<file path="config.mk">
export PLATFORM = sky130hd
export DESIGN_NAME = fwd_strobe_engine
export DESIGN_NICKNAME = d
export VERILOG_FILES = /design/src/rtl/fse_pkg.sv /design/src/rtl/fse_sync.sv /design/src/rtl/fse_fifo.sv /design/src/rtl/fse_fsm.sv /design/src/rtl/fwd_strobe_engine.sv
export SDC_FILE = /design/constraint.sdc
export NUM_CORES = 1
export LEC_CHECK = 0
export ABC_AREA = 1
export BUFFER_PORTS_ARGS = -buffer_cell sky130_fd_sc_hd__buf_2
export CORE_MARGIN = 2
export CORE_UTILIZATION = 59
export CTS_CLUSTER_DIAMETER = 80
export DETAILED_ROUTE_END_ITERATION = 7
export PLACE_DENSITY = 0.82
export SYNTH_ARGS = -nofsm -noshare
export SYNTH_HDL_FRONTEND = slang
export SYNTH_SLANG_ARGS = --single-unit
</file>
<file path="constraint.sdc">
create_clock -name clk -period 2.45 [get_ports clk]
set_input_delay 0.1225 -clock clk [delete_from_list [all_inputs] [get_ports clk]]
set_output_delay 0.1225 -clock clk [all_outputs]
set_load 0.005 [all_outputs]
</file>
<file path="src/rtl/fse_pkg.sv">
package fse_pkg;

   typedef enum logic [1:0] {
      ST_IDLE   = 2'd0,
      ST_SETUP  = 2'd1,
      ST_STROBE = 2'd2,
      ST_HOLD   = 2'd3
   } fse_state_e;

endpackage

</file>
<file path="src/rtl/fse_sync.sv">
module fse_sync #(
   parameter int STAGES = 2
) (
   input  logic clk,
   input  logic rst_n,
   input  logic d,
   output logic q
);
   logic [STAGES-1:0] chain;

   // Reset to 1: the peripheral is treated as busy until a low is seen.
   generate
      for (genvar s = 0; s < STAGES; s++) begin : g_stage
         if (s == 0) begin : g_first
            always_ff @(posedge clk or negedge rst_n) begin
               if (!rst_n) chain[0] <= 1'b1;
               else        chain[0] <= d;
            end
         end else begin : g_next
            always_ff @(posedge clk or negedge rst_n) begin
               if (!rst_n) chain[s] <= 1'b1;
               else        chain[s] <= chain[s-1];
            end
         end
      end
   endgenerate

   assign q = chain[STAGES-1];
endmodule

</file>
<file path="src/rtl/fse_fifo.sv">
module fse_fifo #(
   parameter int DW    = 8,
   parameter int DEPTH = 16
) (
   input  logic          clk,
   input  logic          rst_n,
   input  logic [DW-1:0] wr_data,
   input  logic          wr_valid,
   input  logic          rd_pop,
   output logic [DW-1:0] rd_data,
   output logic          full,
   output logic          empty
);
   localparam int AW = $clog2(DEPTH);

   logic [DW-1:0] mem [DEPTH];
   logic [AW:0]   wr_ptr, rd_ptr;
   logic          do_wr, do_rd;

   assign full  = (wr_ptr[AW] != rd_ptr[AW]) && (wr_ptr[AW-1:0] == rd_ptr[AW-1:0]);
   assign empty = (wr_ptr == rd_ptr);
   assign do_wr = wr_valid && !full;
   assign do_rd = rd_pop && !empty;
   assign rd_data = mem[rd_ptr[AW-1:0]];

   always_ff @(posedge clk) begin
      if (do_wr) mem[wr_ptr[AW-1:0]] <= wr_data;
   end

   always_ff @(posedge clk or negedge rst_n) begin
      if (!rst_n) begin
         wr_ptr <= '0;
         rd_ptr <= '0;
      end else begin
         if (do_wr) wr_ptr <= wr_ptr + 1'b1;
         if (do_rd) rd_ptr <= rd_ptr + 1'b1;
      end
   end
endmodule

</file>
<file path="src/rtl/fse_fsm.sv">
module fse_fsm
   import fse_pkg::*;
#(
   parameter int DW = 8,
   parameter int CW = 8
) (
   input  logic          clk,
   input  logic          rst_n,
   input  logic          fifo_empty,
   input  logic [DW-1:0] fifo_data,
   input  logic          busy_sync,
   input  logic [CW-1:0] cfg_setup,
   input  logic [CW-1:0] cfg_width,
   input  logic [CW-1:0] cfg_hold,
   output logic          fifo_pop,
   output logic [DW-1:0] pp_data,
   output logic          pp_strobe_n
);
   fse_state_e    state;
   logic [CW-1:0] cnt;
   logic          last_tick;

   // A phase ends when the counter holds 0 or 1, so every phase lasts at least one cycle.
   assign last_tick = (cnt[CW-1:1] == '0);
   assign fifo_pop  = (state == ST_IDLE) && !fifo_empty && !busy_sync;

   always_ff @(posedge clk or negedge rst_n) begin
      if (!rst_n) begin
         state       <= ST_IDLE;
         cnt         <= '0;
         pp_data     <= '0;
         pp_strobe_n <= 1'b1;
      end else begin
         case (state)
            ST_IDLE: begin
               if (fifo_pop) begin
                  pp_data <= fifo_data;
                  cnt     <= cfg_setup;
                  state   <= ST_SETUP;
               end
            end
            ST_SETUP: begin
               if (last_tick) begin
                  pp_strobe_n <= 1'b0;
                  cnt         <= cfg_width;
                  state       <= ST_STROBE;
               end else begin
                  cnt <= cnt - 1'b1;
               end
            end
            ST_STROBE: begin
               if (last_tick) begin
                  pp_strobe_n <= 1'b1;
                  cnt         <= cfg_hold;
                  state       <= ST_HOLD;
               end else begin
                  cnt <= cnt - 1'b1;
               end
            end
            default: begin
               if (last_tick) state <= ST_IDLE;
               else           cnt   <= cnt - 1'b1;
            end
         endcase
      end
   end
endmodule

</file>
<file path="src/rtl/fwd_strobe_engine.sv">
module fwd_strobe_engine #(
   parameter int DATA_W      = 8,
   parameter int FIFO_DEPTH  = 16,
   parameter int CNT_W       = 8,
   parameter int SYNC_STAGES = 2
) (
   input  logic              clk,
   input  logic              rst_n,
   input  logic [DATA_W-1:0] wr_data,
   input  logic              wr_valid,
   output logic              wr_full,
   output logic              fifo_empty,
   input  logic [CNT_W-1:0]  cfg_setup,
   input  logic [CNT_W-1:0]  cfg_width,
   input  logic [CNT_W-1:0]  cfg_hold,
   output logic [DATA_W-1:0] pp_data,
   output logic              pp_strobe_n,
   input  logic              pp_busy,
   input  logic              pp_ack_n
);
   generate
      if (DATA_W < 1) begin : g_bad_dw
         $error("DATA_W must be at least 1");
      end
      if (FIFO_DEPTH < 2 || (FIFO_DEPTH & (FIFO_DEPTH - 1)) != 0) begin : g_bad_depth
         $error("FIFO_DEPTH must be a power of two of at least 2");
      end
      if (CNT_W < 2) begin : g_bad_cw
         $error("CNT_W must be at least 2");
      end
      if (SYNC_STAGES < 2) begin : g_bad_sync
         $error("SYNC_STAGES must be at least 2");
      end
   endgenerate

   logic              busy_sync;
   logic              fifo_pop;
   logic [DATA_W-1:0] fifo_head;
   logic              ack_unused;

   // The acknowledge line is deliberately left out of every decision.
   assign ack_unused = pp_ack_n;

   fse_sync #(.STAGES(SYNC_STAGES)) busy_sync_i (
      .clk   (clk),
      .rst_n (rst_n),
      .d     (pp_busy),
      .q     (busy_sync)
   );

   fse_fifo #(.DW(DATA_W), .DEPTH(FIFO_DEPTH)) fifo_i (
      .clk     (clk),
      .rst_n   (rst_n),
      .wr_data (wr_data),
      .wr_valid(wr_valid),
      .rd_pop  (fifo_pop),
      .rd_data (fifo_head),
      .full    (wr_full),
      .empty   (fifo_empty)
   );

   fse_fsm #(.DW(DATA_W), .CW(CNT_W)) fsm_i (
      .clk        (clk),
      .rst_n      (rst_n),
      .fifo_empty (fifo_empty),
      .fifo_data  (fifo_head),
      .busy_sync  (busy_sync),
      .cfg_setup  (cfg_setup),
      .cfg_width  (cfg_width),
      .cfg_hold   (cfg_hold),
      .fifo_pop   (fifo_pop),
      .pp_data    (pp_data),
      .pp_strobe_n(pp_strobe_n)
   );
endmodule

</file>
==> results.toml <==
[clock_network]
insertion_delay_ns = 0.42
clkSinkCount = 159
htree_levels = 4
hold_buffers = 2
cts_made_buffers = 17
cts_tree = "built"
cts.path.max_buffers = 2
cts-root-buf = "clkbuf_16"
cts_resized = 0
path_clk_slew_ns = 0.06
post-cts-setup-buffers = 0

[worst_setup_path]
cp-end-kind = "flip-flop"
r2r_start = "fifo_i.wr_ptr[1]$_DFFE_PN0P_"
rr_worst_depth = 7
start_kind = "flip-flop"
r2r_slack_ns = 0.40
critical_path_class = "reg -> reg"
worstPathArrival_ns = 2.17
crit_fanout = 14
cp.required_ns = 2.57
r2r_end = "fifo_i.mem[1][5]$_DFFE_PP_"

[floorplanning]
num_rows = 40
start_util_pct = 59.88
die_h_um = 114.0
design.core.area_um2 = 11910
die_width_um = 114.0
dieArea_um2 = 12990
io_pins = 48

[power]
ir_worst_vdd_uv = 691.5
power.switching_mw = 3.802
p_leak_nw = 3.204
p_per_area_nw_per_um2 = 1217
clockPowerShare_pct = 25.8
pwr-share-comb_pct = 37.0
swShare_pct = 38.47
internal_power_mw = 6.079
pwr-share-seq_pct = 37.3

[hold_path]
min_path_cells = 1
holdPathEnd = "fifo_i.mem[11][6]$_DFFE_PP_"
hold_start = "wr_data[6]"
min_path_type = "in -> reg"

[route]
via_per_inst = 5.800
drtIter0Drc = 458
drc_errors = 0
firstDrtPassIters = 5
vias = 5208
wl_per_cell_um = 17.74
wl_mm = 15.93
ant_nets = 0

[timing]
clock.fmax_mhz = 488.5
timing.final.crit_share_pct = 83.56
rsz0062_at_grt = "no"
fin_setup_tns_ns = 0
finClkSkew_ns = 0.006658
slew_headroom_pct = 53.69
worstMarginPinSlew_ns = 0.6946
holdWs_ns = 0.1073
report.final.slew_viol_count = 0
setup_violations = 0
final-hold-violation-count = 0
post-route-worst-setup-slack_ns = 0.4028
post-route-min-period_ns = 2.047

[finish]
nNetsFinal = 785
final_core_util_pct = 68.15
antenna_cells = 0
drive_gt1_share_pct = 15.45
fin_cells = 898
area_growth_pct = 13.80

[synthesis]
ys_warn_count = 0
netlist_instances = 681
syn_avg_cell_area_um2 = 10.47
ys_seq_elements = 159
synth_top_cell_by_area = "edfxtp_1"
ys_types = 33
synth_area_um2 = 7133
synth_area_leaders = "edfxtp_1, dfrtp_1, nor2_1"
async_reset_ff_share_pct = 19.50
ys.flop_type = "edfxtp_1"
synth_edf_count = 128
synth_nets = 728
synth_top_area_share_pct = 53.89
seq_area_frac_synth_pct = 64.81

[run]
drv_cap = 0

[global_route]
grt_pass1_vias = 5058
antenna_found_initial = 0
track_usage_pct = 25.86
grt_pass1_wl_mm = 25.30
grt_max_degree = 68
grt-ovfl-total = 0

[outcome]
status = "finished, final reports clean"

[place]
pre_cts_slack_ns = 0.4842
post-dp-hpwl_mm = 9.926
dp.cells = 864
place_congestion = 0.8923
port_buffers = 46
through the flow:
step | instance area (um2) | total power [mW]
CTS | 8118 | 9.867
detailed placement | 7525 | 7.282
finish | 8118 | 9.881
global placement | 7525 | 7.071
floorplan | 7133 | 6.341
global route | 8118 | 10.50
layer usage:
metal	track usage [%]	share of wire, %
met4	13.09	3.2
met1	33.06	41
met5	0	0
met3	4.676	6.7
met2	42.74	49
flip-flops by register name, summed over array words and instances (netlist names), 2 cells and up:
register	count
fifo_i.mem	128
fsm_i.cnt	8
fsm_i.pp_data	8
fifo_i.rd_ptr	5
fifo_i.wr_ptr	5
fsm_i.state	2
worst max-delay path, cell delays in order (launching register included):
cell     delay [ns]
dfrtp_1        0.46
xor2_1         0.22
nor2_1         0.10
nand3_1        0.12
nand2_1        0.19
buf_4          0.25
nor3_1         0.17
buf_4          0.23
synthesized netlist by cell type, types with 6 or more instances:
library cell    n
a21oi_1         7
o21ai_0        80
buf_4           6
clkbuf_1        8
nor2_1        127
dfrtp_1        28
xor2_1          8
nand3_1        55
o211ai_1       16
inv_1          28
nor3_1         13
ha_1           10
edfxtp_1      128
o21ai_1         7
buf_2          13
nand2_1       116
cell type report:
cell class | count | area [um2]
Inverter | 33 | 123.9
Fill cell | 840 | 3794
Clock buffer | 20 | 436.7
Clock inverter | 12 | 136.4
Multi-Input combinational cell | 455 | 2181
Tap cell | 147 | 183.9
Timing Repair Buffer | 72 | 430.4
Sequential cell | 159 | 4626
logic make-up after synthesis:
kind of cell	Yosys count	share of synthesized area, %
xor+xnor	11	1.456
flops	159	64.81
buf+inv	67	4.613
simple gates	320	18.59
compound gates	114	8.770
fa+ha+maj	10	1.754
worst max path at each step:
| stage | startpoint | to | slack [ns] | depth (start not counted) |
|---|---|---|---|---|
| after global routing | fsm_i.state[1]$_DFFE_PN0P_ | fifo_i.rd_ptr[2]$_DFFE_PN0P_ | 0.24 | 9 |
| after detailed placement | fifo_i.wr_ptr[1]$_DFFE_PN0P_ | fifo_i.mem[9][7]$_DFFE_PP_ | 0.48 | 7 |
| final | fifo_i.wr_ptr[1]$_DFFE_PN0P_ | fifo_i.mem[1][5]$_DFFE_PP_ | 0.40 | 7 |
| after floorplan | fifo_i.wr_ptr[3]$_DFFE_PN0P_ | fifo_i.mem[4][0]$_DFFE_PP_ | 0.45 | 7 |
| after CTS | fifo_i.wr_ptr[1]$_DFFE_PN0P_ | fifo_i.mem[1][1]$_DFFE_PP_ | 0.40 | 7 |
| after global placement | fsm_i.state[0]$_DFFE_PN0P_ | fifo_i.rd_ptr[2]$_DFFE_PN0P_ | 0.56 | 9 |
power by group through the flow:
| stage | clock (mW) | combinational, mW | sequential [mW] |
|---|---|---|---|
| 2_1_floorplan | 0 | 2.69 | 3.65 |
| 3_3_place_gp | 0 | 3.38 | 3.69 |
| 3_5_place_dp | 0 | 3.56 | 3.72 |
| 4_1_cts | 2.57 | 3.63 | 3.67 |
| 5_1_grt | 2.67 | 4.10 | 3.72 |
| 6_report | 2.55 | 3.65 | 3.68 |
placed cells by master, fill, tap and decap left out, types with 17 or more instances in the layout:
cell type,count
nand2_1,116
inv_1,28
buf_2,46
nor2_1,127
nand3_1,55
edfxtp_1,128
o21ai_0,80
clkbuf_16,17
dfrtp_1,26
buf_4,24
Note: power is estimated with default switching activity, not from simulation.
